<file path="src/rtl/agg_pkg.sv">
package agg_pkg;

   // Packet assembly phases; the header phases follow the wire order of R1.
   typedef enum logic [2:0] {
      PK_IDLE = 3'd0,
      PK_DST  = 3'd1,
      PK_CNT  = 3'd2,
      PK_TAG  = 3'd3,
      PK_LEN  = 3'd4,
      PK_DATA = 3'd5
   } pk_state_t;

   localparam int HDR_WORDS = 3;

endpackage

</file>
<file path="src/rtl/agg_fifo.sv">
// Synchronous show-ahead FIFO with occupancy count.
module agg_fifo #(
   parameter  int W     = 8,
   parameter  int DEPTH = 4,
   localparam int AW    = (DEPTH > 1) ? $clog2(DEPTH) : 1,
   localparam int CW    = $clog2(DEPTH + 1)
) (
   input  logic          clk,
   input  logic          rst_n,
   input  logic          push,
   input  logic [W-1:0]  wdata,
   input  logic          pop,
   output logic [W-1:0]  rdata,
   output logic [CW-1:0] count,
   output logic          full,
   output logic          empty
);

   localparam logic [AW-1:0] LAST_IDX = AW'(DEPTH - 1);

   logic [W-1:0]  mem [DEPTH];
   logic [AW-1:0] wr_ptr, rd_ptr;
   logic          do_push, do_pop;

   assign full    = (count == CW'(DEPTH));
   assign empty   = (count == '0);
   assign do_push = push && !full;
   assign do_pop  = pop && !empty;
   assign rdata   = mem[rd_ptr];

   always_ff @(posedge clk) begin
      if (do_push) mem[wr_ptr] <= wdata;
   end

   always_ff @(posedge clk) begin
      if (!rst_n) begin
         wr_ptr <= '0;
         rd_ptr <= '0;
         count  <= '0;
      end else begin
         if (do_push) wr_ptr <= (wr_ptr == LAST_IDX) ? '0 : wr_ptr + AW'(1);
         if (do_pop)  rd_ptr <= (rd_ptr == LAST_IDX) ? '0 : rd_ptr + AW'(1);
         count <= count + CW'(do_push) - CW'(do_pop);
      end
   end

endmodule

</file>
<file path="src/rtl/agg_ingest.sv">
// Accepts fragment words, measures each fragment and emits a descriptor on its last word.
module agg_ingest #(
   parameter int DATA_W = 32,
   parameter int TAG_W  = 16,
   parameter int LEN_W  = 6
) (
   input  logic                     clk,
   input  logic                     rst_n,
   input  logic                     in_valid,
   output logic                     in_ready,
   input  logic [DATA_W-1:0]        in_data,
   input  logic                     in_last,
   input  logic [TAG_W-1:0]         in_tag,
   input  logic                     data_full,
   input  logic                     desc_full,
   output logic                     data_push,
   output logic [DATA_W-1:0]        data_wdata,
   output logic                     desc_push,
   output logic [LEN_W+TAG_W-1:0]   desc_wdata
);

   logic [LEN_W-1:0] len_acc;
   logic [TAG_W-1:0] tag_q;
   logic             first_word;
   logic             accept;

   assign in_ready   = !data_full && !desc_full;
   assign accept     = in_valid && in_ready;
   assign first_word = (len_acc == '0);
   assign data_push  = accept;
   assign data_wdata = in_data;
   assign desc_push  = accept && in_last;
   assign desc_wdata = {len_acc + LEN_W'(1), first_word ? in_tag : tag_q};

   always_ff @(posedge clk) begin
      if (!rst_n) begin
         len_acc <= '0;
         tag_q   <= '0;
      end else if (accept) begin
         if (first_word) tag_q <= in_tag;
         len_acc <= in_last ? '0 : len_acc + LEN_W'(1);
      end
   end

endmodule

</file>
<file path="src/rtl/agg_throttle.sv">
// Trigger throttle from buffer occupancy; HYST selects two-threshold or single-threshold form.
module agg_throttle #(
   parameter int OCC_W = 6,
   parameter bit HYST  = 1'b1
) (
   input  logic             clk,
   input  logic             rst_n,
   input  logic [OCC_W-1:0] occ,
   input  logic [OCC_W-1:0] thr_high,
   input  logic [OCC_W-1:0] thr_low,
   output logic             throttle
);

   generate
      if (HYST) begin : g_hyst
         always_ff @(posedge clk) begin
            if (!rst_n)               throttle <= 1'b0;
            else if (occ >= thr_high) throttle <= 1'b1;
            else if (occ <= thr_low)  throttle <= 1'b0;
         end
      end else begin : g_plain
         logic unused_low;
         assign unused_low = ^thr_low;
         always_ff @(posedge clk) begin
            if (!rst_n) throttle <= 1'b0;
            else        throttle <= (occ >= thr_high);
         end
      end
   endgenerate

endmodule

</file>
<file path="src/rtl/agg_packer.sv">
// Decides when a packet closes, pulls a destination and streams header, length words and data.
module agg_packer
   import agg_pkg::*;
#(
   parameter int DATA_W  = 32,
   parameter int TAG_W   = 16,
   parameter int DST_W   = 8,
   parameter int LEN_W   = 6,
   parameter int FCW     = 4,
   parameter int DCW     = 3,
   parameter int TMO_W   = 16,
   parameter int STALL_W = 16
) (
   input  logic               clk,
   input  logic               rst_n,
   input  logic [FCW-1:0]     cfg_evt,
   input  logic [TMO_W-1:0]   cfg_tmo,
   input  logic [FCW-1:0]     desc_cnt,
   input  logic [LEN_W-1:0]   desc_len,
   input  logic [TAG_W-1:0]   desc_tag,
   input  logic [DCW-1:0]     dst_cnt,
   input  logic [DST_W-1:0]   dst_head,
   input  logic [DATA_W-1:0]  data_head,
   output logic               desc_pop,
   output logic               dst_pop,
   output logic               data_pop,
   output logic               out_valid,
   input  logic               out_ready,
   output logic [DATA_W-1:0]  out_data,
   output logic               out_last,
   output logic [STALL_W-1:0] stall_cnt
);

   pk_state_t        state;
   logic [FCW-1:0]   evt_eff, pkt_sz, pkt_evts, evts_left;
   logic [LEN_W-1:0] words_left;
   logic [TMO_W-1:0] timer;
   logic             enough, expired, closing, have_dst, hs;

   assign evt_eff  = (cfg_evt == '0) ? FCW'(1) : cfg_evt;
   assign enough   = (desc_cnt >= evt_eff);
   assign expired  = (timer >= cfg_tmo) && (desc_cnt != '0);
   assign closing  = (state == PK_IDLE) && (enough || expired);
   assign pkt_sz   = enough ? evt_eff : desc_cnt;
   assign have_dst = (dst_cnt != '0);

   assign out_valid = (state != PK_IDLE);
   assign hs        = out_valid && out_ready;
   assign dst_pop   = hs && (state == PK_DST);
   assign data_pop  = hs && (state == PK_DATA);
   assign desc_pop  = data_pop && (words_left == LEN_W'(1));
   assign out_last  = (state == PK_DATA) && (words_left == LEN_W'(1)) &&
                      (evts_left == FCW'(1));

   always_comb begin
      unique case (state)
         PK_DST:  out_data = DATA_W'(dst_head);
         PK_CNT:  out_data = DATA_W'(pkt_evts);
         PK_TAG:  out_data = DATA_W'(desc_tag);
         PK_LEN:  out_data = DATA_W'(desc_len);
         PK_DATA: out_data = data_head;
         default: out_data = '0;
      endcase
   end

   // Timeout clock: runs only while idle with complete fragments waiting.
   always_ff @(posedge clk) begin
      if (!rst_n || state != PK_IDLE || desc_cnt == '0) timer <= '0;
      else if (timer != '1)                             timer <= timer + TMO_W'(1);
   end

   always_ff @(posedge clk) begin
      if (!rst_n) begin
         state      <= PK_IDLE;
         pkt_evts   <= '0;
         evts_left  <= '0;
         words_left <= '0;
         stall_cnt  <= '0;
      end else begin
         unique case (state)
            PK_IDLE: begin
               if (closing && have_dst) begin
                  pkt_evts  <= pkt_sz;
                  evts_left <= pkt_sz;
                  state     <= PK_DST;
               end else if (closing && stall_cnt != '1) begin
                  stall_cnt <= stall_cnt + STALL_W'(1);
               end
            end
            PK_DST: if (hs) state <= PK_CNT;
            PK_CNT: if (hs) state <= PK_TAG;
            PK_TAG: if (hs) state <= PK_LEN;
            PK_LEN: begin
               if (hs) begin
                  words_left <= desc_len;
                  state      <= PK_DATA;
               end
            end
            PK_DATA: begin
               if (hs) begin
                  if (words_left == LEN_W'(1)) begin
                     evts_left <= evts_left - FCW'(1);
                     state     <= (evts_left == FCW'(1)) ? PK_IDLE : PK_LEN;
                  end else begin
                     words_left <= words_left - LEN_W'(1);
                  end
               end
            end
            default: state <= PK_IDLE;
         endcase
      end
   end

endmodule

</file>
<file path="src/rtl/pkt_aggregator.sv">
module pkt_aggregator #(
   parameter  int DATA_W     = 32,
   parameter  int TAG_W      = 16,
   parameter  int DST_W      = 8,
   parameter  int BUF_DEPTH  = 32,
   parameter  int FRAG_DEPTH = 8,
   parameter  int DST_DEPTH  = 4,
   parameter  int TMO_W      = 16,
   parameter  int STALL_W    = 16,
   parameter  bit THR_HYST   = 1'b1,
   localparam int OCC_W      = $clog2(BUF_DEPTH + 1),
   localparam int LEN_W      = $clog2(BUF_DEPTH + 1),
   localparam int FCW        = $clog2(FRAG_DEPTH + 1),
   localparam int DCW        = $clog2(DST_DEPTH + 1)
) (
   input  logic               clk,
   input  logic               rst_n,
   input  logic [FCW-1:0]     cfg_evt_per_pkt,
   input  logic [TMO_W-1:0]   cfg_timeout,
   input  logic [OCC_W-1:0]   cfg_thr_high,
   input  logic [OCC_W-1:0]   cfg_thr_low,
   input  logic               in_valid,
   output logic               in_ready,
   input  logic [DATA_W-1:0]  in_data,
   input  logic               in_last,
   input  logic [TAG_W-1:0]   in_tag,
   input  logic               dst_valid,
   output logic               dst_ready,
   input  logic [DST_W-1:0]   dst_addr,
   output logic               out_valid,
   input  logic               out_ready,
   output logic [DATA_W-1:0]  out_data,
   output logic               out_last,
   output logic               throttle,
   output logic [STALL_W-1:0] stall_cnt
);

   localparam int DESC_W = LEN_W + TAG_W;

   initial begin
      if (TAG_W > DATA_W || DST_W > DATA_W || LEN_W > DATA_W || FCW > DATA_W)
         $error("pkt_aggregator: a header field is wider than DATA_W");
      if (BUF_DEPTH < 2 || FRAG_DEPTH < 1 || DST_DEPTH < 1)
         $error("pkt_aggregator: buffer depths too small");
   end

   logic              data_push, data_pop, data_full, data_empty;
   logic [DATA_W-1:0] data_wdata, data_head;
   logic [OCC_W-1:0]  data_cnt;

   logic              desc_push, desc_pop, desc_full, desc_empty;
   logic [DESC_W-1:0] desc_wdata, desc_head;
   logic [FCW-1:0]    desc_cnt;

   logic              dst_pop, dst_full, dst_empty;
   logic [DST_W-1:0]  dst_head;
   logic [DCW-1:0]    dst_cnt;

   assign dst_ready = !dst_full;

   agg_ingest #(.DATA_W(DATA_W), .TAG_W(TAG_W), .LEN_W(LEN_W)) u_ingest (
      .clk        (clk),
      .rst_n      (rst_n),
      .in_valid   (in_valid),
      .in_ready   (in_ready),
      .in_data    (in_data),
      .in_last    (in_last),
      .in_tag     (in_tag),
      .data_full  (data_full),
      .desc_full  (desc_full),
      .data_push  (data_push),
      .data_wdata (data_wdata),
      .desc_push  (desc_push),
      .desc_wdata (desc_wdata)
   );

   agg_fifo #(.W(DATA_W), .DEPTH(BUF_DEPTH)) u_data_q (
      .clk (clk), .rst_n (rst_n),
      .push (data_push), .wdata (data_wdata),
      .pop (data_pop), .rdata (data_head),
      .count (data_cnt), .full (data_full), .empty (data_empty)
   );

   agg_fifo #(.W(DESC_W), .DEPTH(FRAG_DEPTH)) u_desc_q (
      .clk (clk), .rst_n (rst_n),
      .push (desc_push), .wdata (desc_wdata),
      .pop (desc_pop), .rdata (desc_head),
      .count (desc_cnt), .full (desc_full), .empty (desc_empty)
   );

   agg_fifo #(.W(DST_W), .DEPTH(DST_DEPTH)) u_dst_q (
      .clk (clk), .rst_n (rst_n),
      .push (dst_valid), .wdata (dst_addr),
      .pop (dst_pop), .rdata (dst_head),
      .count (dst_cnt), .full (dst_full), .empty (dst_empty)
   );

   agg_packer #(
      .DATA_W (DATA_W), .TAG_W (TAG_W), .DST_W (DST_W), .LEN_W (LEN_W),
      .FCW (FCW), .DCW (DCW), .TMO_W (TMO_W), .STALL_W (STALL_W)
   ) u_packer (
      .clk       (clk),
      .rst_n     (rst_n),
      .cfg_evt   (cfg_evt_per_pkt),
      .cfg_tmo   (cfg_timeout),
      .desc_cnt  (desc_cnt),
      .desc_len  (desc_head[DESC_W-1:TAG_W]),
      .desc_tag  (desc_head[TAG_W-1:0]),
      .dst_cnt   (dst_cnt),
      .dst_head  (dst_head),
      .data_head (data_head),
      .desc_pop  (desc_pop),
      .dst_pop   (dst_pop),
      .data_pop  (data_pop),
      .out_valid (out_valid),
      .out_ready (out_ready),
      .out_data  (out_data),
      .out_last  (out_last),
      .stall_cnt (stall_cnt)
   );

   agg_throttle #(.OCC_W(OCC_W), .HYST(THR_HYST)) u_throttle (
      .clk      (clk),
      .rst_n    (rst_n),
      .occ      (data_cnt),
      .thr_high (cfg_thr_high),
      .thr_low  (cfg_thr_low),
      .throttle (throttle)
   );

endmodule

</file>
<file path="config.mk">
export PLATFORM = sky130hd
export DESIGN_NAME = pkt_aggregator
export DESIGN_NICKNAME = d
export VERILOG_FILES = /design/src/rtl/agg_pkg.sv /design/src/rtl/agg_fifo.sv /design/src/rtl/agg_ingest.sv /design/src/rtl/agg_throttle.sv /design/src/rtl/agg_packer.sv /design/src/rtl/pkt_aggregator.sv
export SDC_FILE = /design/constraint.sdc
export NUM_CORES = 1
export LEC_CHECK = 0
export BUFFER_PORTS_ARGS = -buffer_cell sky130_fd_sc_hd__buf_4
export CAP_MARGIN = 20
export CORE_MARGIN = 1.5
export CORE_UTILIZATION = 40
export CTS_CLUSTER_SIZE = 24
export DETAILED_ROUTE_END_ITERATION = 10
export PLACE_DENSITY_LB_ADDON = 0.2
export SLEW_MARGIN = 20
export SYNTH_ARGS = -nofsm -noshare
export SYNTH_HDL_FRONTEND = slang
export SYNTH_SLANG_ARGS = --single-unit
</file>
<file path="constraint.sdc">
create_clock -name clk -period 6.1 [get_ports clk]
set_input_delay 0.915 -clock clk [delete_from_list [all_inputs] [get_ports clk]]
set_output_delay 0.915 -clock clk [all_outputs]
set_load 0.1 [all_outputs]
</file>
After elaboration in Yosys (flattened, before gate mapping)
Memories as Yosys holds them, arrays and structs flattened. A register that Yosys moved wholly into a read port is not among the register bits.
Cells that the tools add are included.
{"block": "word_totals", "ff_bits": 105, "latchBits": 0, "ramBits": 1232, "rom_bits": 0, "output_inout_bits": 53, "mem_count": 3}
{"name": "u_data_q.mem", "words": 32, "word_bits": 32, "rd": 1, "rd_ports_with_merged_regs": 1, "wr": 1, "line": "agg_fifo.sv:21", "rtl": "logic [W-1:0] mem [DEPTH];"}
{"name": "u_desc_q.mem", "words": 8, "word_bits": 22, "rd": 1, "rd_ports_with_merged_regs": 1, "wr": 1, "line": "agg_fifo.sv:21"}
{"name": "u_dst_q.mem", "words": 4, "word_bits": 8, "rd": 1, "rd_ports_with_merged_regs": 1, "wr": 1, "line": "agg_fifo.sv:21"}
{"block": "op_classes", "addsub": 17, "mul": 0, "div_mod_pow": 0, "order_cmp": 4, "eq_ne": 26, "n_shift": 0, "muxes": 42, "bitwise": 1, "reduce_logical": 46}
{"cell": "one-hot mux 32 bit (5 select lines)", "count": 1}
{"cell": "2-to-1 mux 3 bit", "count": 12}
{"cell": "adder 16 x 1 -> 16 bit, second input constant", "count": 2}
{"cell": "!= test 16 bit, second input constant", "count": 2}
{"cell": "2-to-1 mux 6 bit", "count": 4}
{"cell": "2-to-1 mux 4 bit", "count": 5}
{"cell": "2-to-1 mux 5 bit", "count": 4}
{"cell": "logical AND 1 bit", "count": 19}
{"cell": "one-hot mux 3 bit (6 select lines)", "count": 1}
{"cell": "greater-or-equal comparator 16 bit", "count": 1}
{"cell": "2-to-1 mux 16 bit", "count": 1}
{"cell": "== test 3 bit, second input constant", "count": 5}
{"cell": "logical NOT 6 bit", "count": 2}
{"cell": "one-hot mux 6 bit (2 select lines)", "count": 1}
{"cell": "adder 5 x 1 -> 5 bit, second input constant", "count": 2}
{"cell": "== test 5 bit, second input constant", "count": 2}
{"cell": "!= test 2 x 1 -> 1 bit, second input constant", "count": 5}
{"cell": "logical NOT 4 bit", "count": 2}
{"cell": "2-to-1 mux 1 bit", "count": 8}
{"cell": "2-to-1 mux 2 bit", "count": 4}
{"cell": "one-hot mux 4 bit (2 select lines)", "count": 1}
{"cell": "AND reduction 4 bit", "count": 2}
{"cell": "logical NOT 1 bit", "count": 7}
{"cell": "AND reduction 7 bit", "count": 1}
{"cell": "other kinds (30)", "count": 42}

Depth between registers and ports, before layout
{"block": "logic_depth", "word_depth": 8, "depth_mapped": 17, "depth_no_buf": 17}

Hierarchy
From an unflattened synthesis, not the netlist that was laid out.
{"block": "hier_totals", "hier_cells": 3142, "hier_area_um2": 54891.4}
{"mod": "agg_fifo at u_data_q", "instances": 1, "cells_each": 2046, "area_each_um2": 40391.2, "seq_area_each_um2": 31169.9}
{"mod": "agg_fifo at u_desc_q", "instances": 1, "cells_each": 333, "area_each_um2": 7469.7, "seq_area_each_um2": 5545.3}
{"mod": "agg_packer", "instances": 1, "cells_each": 461, "area_each_um2": 3560.9, "seq_area_each_um2": 980.9}
{"mod": "agg_fifo at u_dst_q", "instances": 1, "cells_each": 95, "area_each_um2": 1659.1, "seq_area_each_um2": 1141.1}
{"mod": "agg_ingest", "instances": 1, "cells_each": 166, "area_each_um2": 1483.9, "seq_area_each_um2": 440.4}
{"mod": "agg_throttle", "instances": 1, "cells_each": 40, "area_each_um2": 322.8, "seq_area_each_um2": 20.0}
{"mod": "pkt_aggregator", "instances": 1, "cells_each": 1, "area_each_um2": 3.8, "seq_area_each_um2": 0.0}

Worst setup path before layout
OpenSTA, ideal clock, no wires.
{"block": "synth_path", "path_kind": "register to register", "start": "register u_data_q.count[2]", "end": "memory u_desc_q.mem[0][0] (netlist bit) (enable)", "arrival_ns": 5.181, "required_ns": 5.643, "path_slack_ns": 0.462, "stages_incl_launch_ff": 8, "path_cell_list": "dfxtp_1 > inv_1 > ha_1 > nor3b_1 > a22oi_1 > nand2_1 > clkbuf_1 > nor4_1"}
{"block": "synth_via", "elab_chain_len": 8}
{"item": "from (decl)", "line": "agg_fifo.sv:14", "rtl": "output logic [CW-1:0] count,"}
{"item": "from (signal assigned)", "line": "agg_fifo.sv:43", "rtl": "count <= count + CW'(do_push) - CW'(do_pop);"}
{"item": "== test 6 bit", "line": "agg_fifo.sv:25", "rtl": "assign full = (count == CW'(DEPTH));"}
{"item": "logical NOT 1 bit", "line": "agg_ingest.sv:27", "rtl": "assign in_ready = !data_full && !desc_full;"}
{"item": "logical AND 1 bit", "line": "agg_ingest.sv:27"}
{"item": "named net in_ready", "line": "pkt_aggregator.sv:23", "rtl": "output logic in_ready,"}
{"item": "logical AND 1 bit", "line": "agg_ingest.sv:28", "rtl": "assign accept = in_valid && in_ready;"}
{"item": "logical AND 1 bit", "line": "agg_ingest.sv:32", "rtl": "assign desc_push = accept && in_last;"}
{"item": "logical AND 1 bit", "line": "agg_fifo.sv:27", "rtl": "assign do_push = push && !full;"}
{"item": "2-to-1 mux 1 bit", "line": "agg_fifo.sv:32", "rtl": "if (do_push) mem[wr_ptr] <= wdata;"}
{"item": "2-to-1 mux 1 bit (not written as such)", "line": "agg_fifo.sv:32"}
{"item": "to (decl)", "line": "agg_fifo.sv:21"}
The timed path passes the listed nets, and every way through them passes these cells.

Final worst setup path
{"block": "layout_path", "start": "register u_packer.state[1]", "end": "output out_data[6]"}
{"block": "layout_via", "elab_chain_len": 2, "word_cells_on_any_way": 6, "classes_between": "eq/ne (5); mux (1)"}
{"item": "from (decl)", "line": "agg_packer.sv:34", "rtl": "pk_state_t state;"}
{"item": "from (signal assigned)", "line": "agg_packer.sv:103", "rtl": "state <= (evts_left == FCW'(1)) ? PK_IDLE : PK_LEN;"}
{"item": "== test 3 bit (tied with other cells)", "line": "agg_packer.sv:56", "rtl": "unique case (state)"}
{"item": "one-hot mux 32 bit (5 select lines) *", "line": "agg_packer.sv:56"}
{"item": "to (decl)", "line": "pkt_aggregator.sv:32", "rtl": "output logic [DATA_W-1:0] out_data,"}
Every way passes the cells marked *; elsewhere a longest branch is shown, timed or not.

==> key figures <==
Cells and area
  • Share of layout cells above drive strength 1: 0.2862
  • Footprint of the multi-input gates: 13630 um2
  • Antenna cells: 0
  • Area growth, synth to finish: 15.10%
  • Fillers: 11010
  • # nets final: 3075
  • Register area: 39320 um2
  • Finished Layout Cells: 4770

Clocking
  • Root Driver: clkbuf_16
  • Clock sink total: 1347
  • Post-CTS Resized: 0
  • Htree depth: 4
  • CTS buffer count: 141
  • CTS tree: built
  • Clk buf depth: 3
  • Skew-Pair Late Insertion Delay: 770 ps
  • CTS clock-pin slew for the worst setup and hold paths: 60 ps
  • Post-CTS Setup Inserts: 0
  • Post-CTS Hold Buffers: 0

Setup path
  • Setup CP Type: reg2out
  • Reg2reg setup slack: 2250 ps
  • Worst R2R Start: u_packer.state[1]
  • Crit Reg-Reg Endpoint: u_desc_q.count[2]
  • Worst reg-to-reg path cell count: 10
  • CP Capture Type: output port
  • CP Data Required Time: 5180 ps
  • CP arrival: 4330 ps
  • Crit path max fanout: 27
  • Worst Setup Start Kind: flop

Synth
  • Mapped Nets: 2842
  • Number of synthesized flops with an enable pin: 1232
  • Share of the synthesized area in the top cell type: 0.6919
  • Post-synth ARST share: 0
  • Ys Warns: 0
  • Seq/Total Area, Yosys: 0.7350
  • Top cells by area, synth: edfxtp_1 69%, mux4_2 16%, dfxtp_1 4.3%
  • Number of distinct library cells after synthesis: 66
  • Mapped Area: 53470 um2
  • Area leader, netlist: edfxtp_1
  • Count of state elements after synthesis: 1347
  • Synth Area per Inst: 20.01 um2
  • Gate Count Post-Synth: 2672
  • Main flop type after synthesis: edfxtp_1

Floorplanning
  • Die H: 368.6 um
  • Cell Rows: 133
  • Core ar.: 132100 um2
  • IO Pins: 147
  • Die Wd: 368.6 um
  • Starting Density: 0.4047
  • Full die area: 135900 um2

Global routing
  • Tot GR Track Use: 0.1931
  • First-pass GRT wire length: 191.0 mm
  • Initial antenna violation count: 1
  • Largest net degree at the start of global routing: 85
  • GRT overflow: 0
  • Number of global-route vias before repair: 28090

Outcome
  • Status: finished, final reports clean

Power
  • Power per Cell Area: 327.5 nW/um2
  • Leakage power: 19.15 nW
  • VDD IR-drop max: 0.1989 mV

Detailed routing
  • Drt drc: 0
  • Drt initial violations: 2500
  • Drt first pass iters: 6
  • Antenna-violating nets left: 0
  • Routed wire per std cell: 27.06 um
  • Routed via count: 26630
  • Total wire length: 129.1 mm
  • Routed vias/inst: 5.584

Min path
  • Hold Crit Depth: 1
  • Hold EP: u_dst_q.mem[0][0]
  • Hold_sp: dst_addr[0]
  • Hold Crit Class: in2reg

Timing
  • Relative slew slack: 0.2746
  • Max-slew violation count: 0
  • Setup-failing EPs final: 0
  • Min Tclk post-route: 5242 ps
  • Period utilization: 0.8593
  • RSZ-0062 raised after global routing: false
  • Final Hold Viols: 0
  • Worst Clk Skew: 26.22 ps
  • Worst-Margin Slew: 1087 ps
  • FMAX: 190.8 MHz
  • Setup tns final: 0 ps

Job
  • Max_cap viols: 0

Place
  • IO Port Bufs: 146
  • DPL Wire Length: 76.73 mm
  • RD Place Congestion: 0.7786
  • Total placed cells including tap cells: 4517
area by class of cell:
cell class / count / share of cell area
Sequential cell: 1347 / 0.6389
Timing Repair Buffer: 219 / 0.02854
Tap cell: 1755 / 0.03568
Inverter: 75 / 0.004574
Clock buffer: 182 / 0.06219
Multi-Input combinational cell: 1121 / 0.2214
Clock inverter: 71 / 0.008742
flip-flops by register name, summed over array words and instances (netlist names), named ones only:
name	flops
u_packer.evts_left	4
u_packer.pkt_evts	4
u_dst_q.rd_ptr	2
u_data_q.rd_ptr	5
u_packer.words_left	6
u_packer.state	3
u_desc_q.rd_ptr	3
u_ingest.len_acc	6
u_data_q.mem	1024
u_dst_q.count	3
u_throttle.throttle	1
u_desc_q.count	4
u_packer.stall_cnt	16
u_ingest.tag_q	16
u_dst_q.wr_ptr	2
u_dst_q.mem	32
u_desc_q.mem	176
u_data_q.count	6
u_packer.timer	16
u_desc_q.wr_ptr	3
u_data_q.wr_ptr	5
per-stage QoR:
step	hold slack [ps]	utilization	worst slack, ps	power, mW	instance area, um2
detailed placement	447.3	0.4327	1582	12.20	57180
CTS	314.2	0.4658	744.1	20.38	61540
global route	343.2	0.4658	668.7	20.87	61540
floorplan	433.8	-	462.5	11.56	53470
finish	367.8	0.4658	858.3	20.15	61540
global placement	439.5	0.4327	1623	12.14	57180
cells by family after synthesis:
logic type,count (synthesis),synth area share
flops,1347,0.7350
mux,441,0.1700
simple gates,387,0.03447
buf+inv,204,0.01540
compound gates,196,0.02345
fa+ha+maj,76,0.01821
xor+xnor,21,0.003440
synthesized netlist by cell type, drive strengths merged, types with 18 or more instances:
library cell and count:
a21oi 73, ha 73, buf 56, nand3 31
nor2 125, mux4 372, nand2 107, o21ai 38
edfxtp 1232, nor3 27, mux2 18, mux2i 51
dfxtp 115, inv 74, clkbuf 73
per-layer routing:
metal / up-vias / wire length (um) / GRT usage
li1: 11430 / - / -
met1: 14220 / 55470 / 0.2658
met2: 819 / 63990 / 0.3171
met3: 166 / 7120 / 0.03371
met4: 2 / 2483 / 0.05326
met5: - / 10 / 0
worst max-delay path, cell delays in order, from the launching register on:
cell and delay (ps):
dfxtp_1 600, nand2b_1 420, or2_2 330, buf_4 280
nor2_2 880, a22oi_1 340, o21ai_0 280, buf_4 370
placed cells by master, fill, tap and decap left out, drive strengths merged, types with 6 or more instances in the layout:
master	count
a21oi	73
a22oi	12
a31oi	9
and2	6
and3	13
buf	219
bufinv	7
clkbuf	182
clkinv	52
dfxtp	115
edfxtp	1232
ha	73
inv	82
mux2	18
mux2i	51
mux4	372
nand2	107
nand2b	13
nand3	31
nand3b	7
nand4	10
nor2	125
nor3	27
nor4	7
o211ai	8
o21ai	38
o31ai	11
or3	10
or4	11
xnor2	13
xor2	8
worst max-delay path by stage:
stage,cells after the start,start,endpoint
floorplan,7,u_data_q.count[2],u_desc_q.mem[0][0]
global placement,6,flop,out_data[6]
detailed placement,6,flop,out_data[6]
CTS,7,u_packer.state[1],out_data[6]
global route,6,flop,out_data[6]
finish,7,u_packer.state[1],out_data[6]
power breakdown:
group | switching (mW) | internal (mW)
sequential | 0.110 | 10.4
combinational | 1.02 | 0.486
clock | 3.46 | 4.72
total | 4.60 | 15.6
Note: power is estimated with default switching activity, not from simulation.
